<file path="config.mk">
export PLATFORM = sky130hd
export DESIGN_NAME = junction_hdr_mod
export DESIGN_NICKNAME = d
export VERILOG_FILES = /design/src/rtl/hm_pkg.sv /design/src/rtl/hm_classify.sv /design/src/rtl/hm_splice.sv /design/src/rtl/junction_hdr_mod.sv
export SDC_FILE = /design/constraint.sdc
export NUM_CORES = 1
export LEC_CHECK = 0
export ABC_CLOCK_PERIOD_IN_PS = 3710
export BUFFER_PORTS_ARGS = -buffer_cell sky130_fd_sc_hd__buf_2
export CAP_MARGIN = 10
export CORE_MARGIN = 5
export CORE_UTILIZATION = 47
export CTS_CLUSTER_DIAMETER = 200
export DETAILED_ROUTE_END_ITERATION = 10
export PLACE_DENSITY = 0.93
export RECOVER_POWER = 100
export SETUP_SLACK_MARGIN = 0.2
export SLEW_MARGIN = 20
export SYNTH_ARGS = -nofsm -noshare
export SYNTH_HDL_FRONTEND = slang
export SYNTH_SLANG_ARGS = --single-unit
</file>
<file path="constraint.sdc">
create_clock -name clk -period 3.71 [get_ports clk]
set_clock_uncertainty 0.1 [all_clocks]
set_input_delay 0.1855 -clock clk [delete_from_list [all_inputs] [get_ports clk]]
set_output_delay 0.1855 -clock clk [all_outputs]
set_load 0.02 [all_outputs]
</file>
<file path="src/rtl/hm_pkg.sv">
// Shared constants and types for the junction path header rewriter.
// Assumes the fixed head layout: type, flags, path, destination, payload.
package hm_pkg;
    localparam int HOP_W   = 2;
    localparam int HOPS    = 8;
    localparam int PATH_W  = HOP_W * HOPS;
    localparam int DEST_W  = 8;
    localparam int PAY_W   = 6;
    localparam int TYPE_W  = 2;
    localparam int FLIT_W  = TYPE_W + 2 + PATH_W + DEST_W + PAY_W;

    localparam int DEST_LO = PAY_W;
    localparam int PATH_LO = DEST_LO + DEST_W;
    localparam int J_POS   = PATH_LO + PATH_W;
    localparam int R_POS   = J_POS + 1;
    localparam int TYPE_LO = R_POS + 1;

    localparam logic [TYPE_W-1:0] TYPE_HEAD = '0;

    typedef enum logic [1:0] {
        HM_IDLE = 2'd0,
        HM_LOOK = 2'd1,
        HM_SEND = 2'd2
    } hm_state_e;
endpackage

</file>
<file path="src/rtl/hm_classify.sv">
// Decides whether an incoming flit needs a path table lookup.
// Assumes only type code zero marks a head; flags are ignored otherwise.
module hm_classify
    import hm_pkg::*;
(
    input  logic [TYPE_W-1:0] ftype,
    input  logic              rbit,
    input  logic              jbit,
    input  logic              jnc_here,
    output logic              need_lookup
);
    // Head flits ask the table when the route is exhausted or at their junction.
    always_comb begin
        need_lookup = (ftype == TYPE_HEAD) && (rbit || (jbit && jnc_here));
    end
endmodule

</file>
<file path="src/rtl/hm_splice.sv">
// Builds the rewritten head flit from a held flit and a table answer.
// Assumes path is valid when the caller uses the result.
module hm_splice
    import hm_pkg::*;
(
    input  logic [FLIT_W-1:0] flit_in,
    input  logic [PATH_W-1:0] path,
    input  logic              jflag,
    output logic [FLIT_W-1:0] flit_out
);
    logic [PATH_W-1:0] hop_path;

    // Place each returned hop into its slot of the path field.
    for (genvar h = 0; h < HOPS; h++) begin : g_hop
        assign hop_path[h*HOP_W +: HOP_W] = path[h*HOP_W +: HOP_W];
    end

    // Replace the path field, clear the exhausted flag, load the junction flag.
    always_comb begin
        flit_out = flit_in;
        flit_out[PATH_LO +: PATH_W] = hop_path;
        flit_out[R_POS] = 1'b0;
        flit_out[J_POS] = jflag;
    end
endmodule

</file>
<file path="src/rtl/junction_hdr_mod.sv">
// Junction path header rewriter: one holding stage between an input buffer
// and the switch allocator. Head flits needing a route wait there while the
// shared path table is queried; all other flits pass through in one cycle.
// Assumes jnc_here is static while flits are in flight.
module junction_hdr_mod
    import hm_pkg::*;
(
    input  logic              clk,
    input  logic              rst_n,
    input  logic              jnc_here,
    input  logic              in_valid,
    input  logic [FLIT_W-1:0] in_flit,
    output logic              in_get,
    output logic              tbl_req,
    output logic [DEST_W-1:0] tbl_dest,
    input  logic              tbl_gnt,
    input  logic [PATH_W-1:0] tbl_path,
    input  logic              tbl_jnc,
    output logic              out_valid,
    output logic [FLIT_W-1:0] out_flit,
    input  logic              out_accept
);
    hm_state_e         state;
    logic [FLIT_W-1:0] hold;
    logic [FLIT_W-1:0] spliced;
    logic              need_lookup;

    hm_classify u_cls (
        .ftype       (in_flit[TYPE_LO +: TYPE_W]),
        .rbit        (in_flit[R_POS]),
        .jbit        (in_flit[J_POS]),
        .jnc_here    (jnc_here),
        .need_lookup (need_lookup)
    );

    hm_splice u_spl (
        .flit_in  (hold),
        .path     (tbl_path),
        .jflag    (tbl_jnc),
        .flit_out (spliced)
    );

    // Take a flit when the stage is empty or is emptying this cycle.
    always_comb begin
        in_get = rst_n && in_valid &&
                 ((state == HM_IDLE) || ((state == HM_SEND) && out_accept));
    end

    // Drive the table and downstream interfaces from the holding stage.
    always_comb begin
        tbl_req   = (state == HM_LOOK);
        tbl_dest  = hold[DEST_LO +: DEST_W];
        out_valid = (state == HM_SEND);
        out_flit  = hold;
    end

    // Stage control: capture, wait for the table, offer downstream.
    always_ff @(posedge clk) begin
        if (!rst_n) begin
            state <= HM_IDLE;
            hold  <= '0;
        end else begin
            case (state)
                HM_LOOK: begin
                    if (tbl_gnt) begin
                        hold  <= spliced;
                        state <= HM_SEND;
                    end
                end
                default: begin
                    if (in_get) begin
                        hold  <= in_flit;
                        state <= need_lookup ? HM_LOOK : HM_SEND;
                    end else if (state == HM_SEND && out_accept) begin
                        state <= HM_IDLE;
                    end
                end
            endcase
        end
    end

    // request and key held through any stall.
    a_r7_req_held: assert property (@(posedge clk) disable iff (!rst_n)
        (tbl_req && !tbl_gnt) |=> (tbl_req && $stable(tbl_dest)));

    // stalled output holds its flit.
    a_r9_out_held: assert property (@(posedge clk) disable iff (!rst_n)
        (out_valid && !out_accept) |=> (out_valid && $stable(out_flit)));

    // nothing is taken while a lookup is pending.
    a_r8_no_take: assert property (@(posedge clk) disable iff (!rst_n)
        tbl_req |-> !in_get);

    // granted route appears in the next offered flit with flags updated.
    a_r2_splice: assert property (@(posedge clk) disable iff (!rst_n)
        (tbl_req && tbl_gnt) |=> (out_valid && !out_flit[R_POS]
            && out_flit[PATH_LO +: PATH_W] == $past(tbl_path)
            && out_flit[J_POS] == $past(tbl_jnc)));

    // a flit needing no lookup is offered unchanged next cycle.
    a_r11_pass: assert property (@(posedge clk) disable iff (!rst_n)
        (in_get && !need_lookup) |=> (out_valid && out_flit == $past(in_flit)));
endmodule

</file>
# Word-level counts from Yosys, hierarchy flattened

Index checks and enable logic that the tools add are counted.

Equal/unequal tests: 3
Multiplexer cells: 8
Reduce and logical (&&, ||, !) cells: 14
Bitwise logic cells: 1

Operators with widths:

| operator                                                              | number |
|---|---|
| 34-bit 2-to-1 mux                                                     | 2 |
| 32-bit 2-to-1 mux                                                     | 1 |
| 2-bit 2-to-1 mux                                                      | 5 |
| 2-bit AND reduction                                                   | 3 |
| 1-bit logical AND                                                     | 5 |
| 2-bit zero test                                                       | 2 |
| 3-bit nonzero test                                                    | 1 |
| 2-bit by 1-bit equality test with 1-bit output, second input constant | 1 |
| 2-bit equality test, second input constant                            | 1 |
| 1-bit logical OR                                                      | 2 |
| 2-bit by 1-bit != test with 1-bit output, second input constant       | 1 |
| 2-bit nonzero test                                                    | 1 |
| 1-bit inverter                                                        | 1 |

Flip-flop bits (word level): 36
Input port bits: 57
Word-level logic and storage cells: 29

# Logic depth before layout (Yosys ltp)

Word-level depth: 6
Mapped depth: 6
Mapped depth without buffers: 3

# Hierarchy

A second synthesis with hierarchy kept.

Cell total of the unflattened synthesis: 223
Area total of the unflattened synthesis: 2314.7 µm²

By module, submodules not included:

| module           | cells an instance | instances | area each (µm²) |
|---|---|---|---|
| junction_hdr_mod | 186               | 1         | 2037.0 |
| hm_splice        | 35                | 1         | 259.0 |
| hm_classify      | 2                 | 1         | 18.8 |

# Worst setup path after synthesis

No wires, ideal clock.

Path kind: register to register
Start point: register state[1]
End point: register hold[16] (netlist: out_flit[16])
Required time: 3470 ps
Arrival: 1228 ps
Cell stages (with the launch flop): 6
Buffers on the path: 2
Clock period less this slack: 1468 ps
Path slack: 2242 ps
Library setup time: 140 ps
Cell sequence: dfxtp_1 and2b_1 buf_4 buf_4 mux2i_1 a211oi_2

RTL lines:

| what                                                                                            | RTL line               | RTL |
|---|---|---|
| start, declared                                                                                 | junction_hdr_mod.sv:23 | `hm_state_e state;` |
| start signal, assigned                                                                          | junction_hdr_mod.sv:73 | `state <= need_lookup ? HM_LOOK : HM_SEND;` |
| 2-bit by 1-bit equality test with 1-bit output *                                                | --                     |  |
| net tbl_req                                                                                     | junction_hdr_mod.sv:14 | `output logic tbl_req,` |
| 2-bit by 1-bit != test with 1-bit output (no line) / 2-bit nonzero test (equally long branches) | --                     |  |
| 2-bit AND reduction (no line)                                                                   | --                     |  |
| end signal, assigned                                                                            | junction_hdr_mod.sv:66 | `hold <= spliced;` |
| end signal, assigned                                                                            | junction_hdr_mod.sv:72 | `hold <= in_flit;` |
| end, declared                                                                                   | junction_hdr_mod.sv:24 | `logic [FLIT_W-1:0] hold;` |

Mark *: on every way through the listed nets, which the timed path passes. The rest lies on a longest branch. The select of a mux whose other input is x is not followed.
A chain may end at the register's enable or synchronous reset.

# Worst setup path in the final report

Start point: register state[1]
End point: output in_get

Word-level cells in the longest chain between the ends: 4

Ends and longest elaborated chain:

| what                | RTL line               | RTL |
|---|---|---|
| 2-bit equality test | junction_hdr_mod.sv:46 | `((state == HM_IDLE) \|\| ((state == HM_SEND) && out_accept));` |
| 1-bit logical AND   | junction_hdr_mod.sv:46 |  |
| 1-bit logical OR *  | junction_hdr_mod.sv:46 |  |
| 1-bit logical AND * | junction_hdr_mod.sv:45 | `in_get = rst_n && in_valid &&` |
| end, declared       | junction_hdr_mod.sv:13 | `output logic in_get,` |

Mark *: on every way between the ends. The rest lies on a longest branch, timed or not.

==> results.md <==
* Final net count at 325
* Initial core utilization at 48.3%
* Critical Path End: in_get
* Worst-Margin Slew at 971 ps
* Vias in the first global route at approximately 1600
* Max VDD drop at 0.269 mV
* Worst-path clk slew at around 60 ps
* Worst path slowest cell: nor2b_1
* Top cell type's share of synthesized area at between 40% and 50%
* Fin cells at around 310
* Synthesized area at between 1500 and 2000 um^2
* Nature of the critical path endpoint: output port
* Post-route cell area at 2130 um^2
* Maximum clock path buffer count at 2
* Distinct cells, synth at 27
* Post-synth EDFFs at 0
* Startpoint Class: register
* Cell breakdown of the critical path: nor2b_1 > nor2_1 > clkbuf_1
* Min-delay src: in_flit[31]
* Max-Cap Viols at 0
* GRT met1 Usage at 19.1%
* Fmax at 474 MHz
* # Post-CTS Setup Buffers at 0
* Largest net degree at the start of global routing at 37
* Critical path type: register to output port
* First-pass GRT wire length at 7090 um
* CTS tree: yes
* Area Overhead vs Synth at 20.5%
* Dominant synthesized flop cell: dfxtp_1
* Routed wire length at 4640 um
* GR peak layer: met2
* Crit. Startpoint: state[1]
* Synth Net Count at 242
* Slew Limit Fails at 0
* Die area at about 5000 um^2
* Met2 Usage GRT at a little under a third
* Hold_buf cts at 0
* Crit path max fanout at 17
* Die width at 71.3 um
* Async set or reset register ratio after synthesis at 0%
* # diodes at 0
* Std cell rows at 22
* Placed inst area at 2160 um^2
* Worst rel slew slack at 35.3%
* DP HPWL at between 3000 and 4000 um
* Instance count on the critical path at 3
* CTS root buffer: clkbuf_8
* Via count at about 1700
* Seq cells post-synth at 36
* Post-layout util at 58.1%
* Final Hold Vio Count at 0
* Initial drt markers at roughly 120
* Cell count after synthesis at 185
* GRT overflow at 0
* # IOs at 102
* Gpl congestion at between 0.8 and 0.9
* Crit path time final at 2110 ps
* P_leak at between 0.7 and 0.8 nW
* CP delay by family, top: simple AND/OR/NAND/NOR gates
* Routed WL per cell at ~15 um
* WP data required at 3420 ps
* Die H at about 71 um
* Fin crit share at a little under three fifths
* TritonCTS Buffers at 5
* Vias/cell at 5.39
* Setup Viol. Count Final at 0
* R2R Path End: out_flit[16]
* Core footprint at 3660 um^2
* Cell Count Post-Placement at 309
* # port buffers at roughly 100
* Crit path buf inv count at 1
* TritonCTS Sinks at 36
* Sequential fraction of the synthesis area at 40.8%
* Power Density at 392 nW/um^2
* Post-cts sizing count at 0
* Drt drc at 0
* Skew-Pair Late Insertion Delay at 260 ps
* Yosys warnings at 0
* RSZ-0062 raised after global routing: no
* Worst hold path type: primary input to register
* Leading area contributor after synthesis: dfxtp_1
* Status: complete, no violations
* Layout cells sized above 1 at 24.1%
* Top cells by area, synth: dfxtp_1 41%, a211oi_1 11%, mux2i_1 9.6%, a211oi_2 6.4%, a21oi_1 5.1%
* Total Power at 0.834 mW
* Critical path data arrival time at 1820 ps
* Setup TNS at 0 ps
* GRT Total Usage at between 10% and 20%
* H-tree depth at 2
* Reg2reg path depth at 3
* R2R Setup Slk at 1760 ps
* R2R Path Start: state[1]
* DR pass1 iterations at 4
* Critical path's largest stage delay at around 740 ps
* GRT met3 Usage at 4.49%
* Syn Area/Cell at 9.55 um^2
* Antenna-violating nets left at 0
* Fill cell count at 359
* Antenna violations before repair at 0
## metal layers
layer / wire length, um / share of wire [%]
met1: 1900 / 41
met2: 2310 / 50
met4: 45 / 0.97
met3: 382 / 8.2
met5: 0 / 0
## power breakdown
group	leakage [nW]	internal (mW)	switching, mW	total (mW)
combinational	0.469	0.0648	0.109	0.174
clock	0.0359	0.121	0.113	0.233
sequential	0.295	0.412	0.0149	0.427
total	0.800	0.598	0.236	0.834
## stage by stage
step | setup WS (ps) | hold WS, ps
floorplan | 2240 | 202
global placement | 1750 | 318
detailed placement | 1670 | 324
CTS | 1590 | 44.3
global route | 1390 | 61.1
finish | 1600 | 53.4
## final cells by class
class / count / area, um^2 / area share, %
Multi-Input combinational cell: 119 / 805 / 37.8
Sequential cell: 36 / 721 / 33.9
Timing Repair Buffer: 103 / 463 / 21.8
Clock buffer: 5 / 68.8 / 3.23
Tap cell: 48 / 60.1 / 2.82
Inverter: 3 / 11.3 / 0.529
## cell families after synthesis
group	share of synthesized area (%)
mux	10.3
buf+inv	11.1
flops	40.8
simple gates	8.50
compound gates	29.3
## flip-flops by register name, summed over array words and instances, names as in the netlist
name,cells
out_flit,34
state,2
## layout by cell type (no fill, tap or decap), types with 5 or more instances in the layout
master / n
a211oi_1: 34
a21oi_1: 18
buf_2: 55
clkbuf_1: 46
clkbuf_8: 5
dfxtp_1: 36
mux2i_1: 17
nand3_1: 16
o21ai_0: 17
## how the worst min path moves through the flow
stage                     depth (start not counted)            to  slack, ps
after floorplan                                   1  out_flit[31]        200
after global placement                            2  out_flit[31]        320
after detailed placement                          2  out_flit[31]        320
after CTS                                         2  out_flit[31]         40
after global routing                              2  out_flit[31]         60
final                                             2  out_flit[31]         50
## cell usage after synthesis, types with 2 or more instances
| master | count |
|---|---|
| dfxtp_1 | 36 |
| a21oi_1 | 18 |
| inv_1 | 2 |
| and2b_1 | 2 |
| nand3_1 | 16 |
| o21ai_0 | 17 |
| mux2i_1 | 17 |
| a211oi_2 | 9 |
| buf_2 | 6 |
| clkbuf_1 | 7 |
| buf_6 | 3 |
| nor2_1 | 2 |
| a211oi_1 | 25 |
| a21o_1 | 2 |
| buf_4 | 10 |
| and3b_1 | 2 |
## worst register-to-register path, cell delays in order (launching register included)
cell	delay, ps
dfxtp_1	370
and2b_1	860
mux2i_1	230
a211oi_1	290
Power figures use the tool's default switching activity.
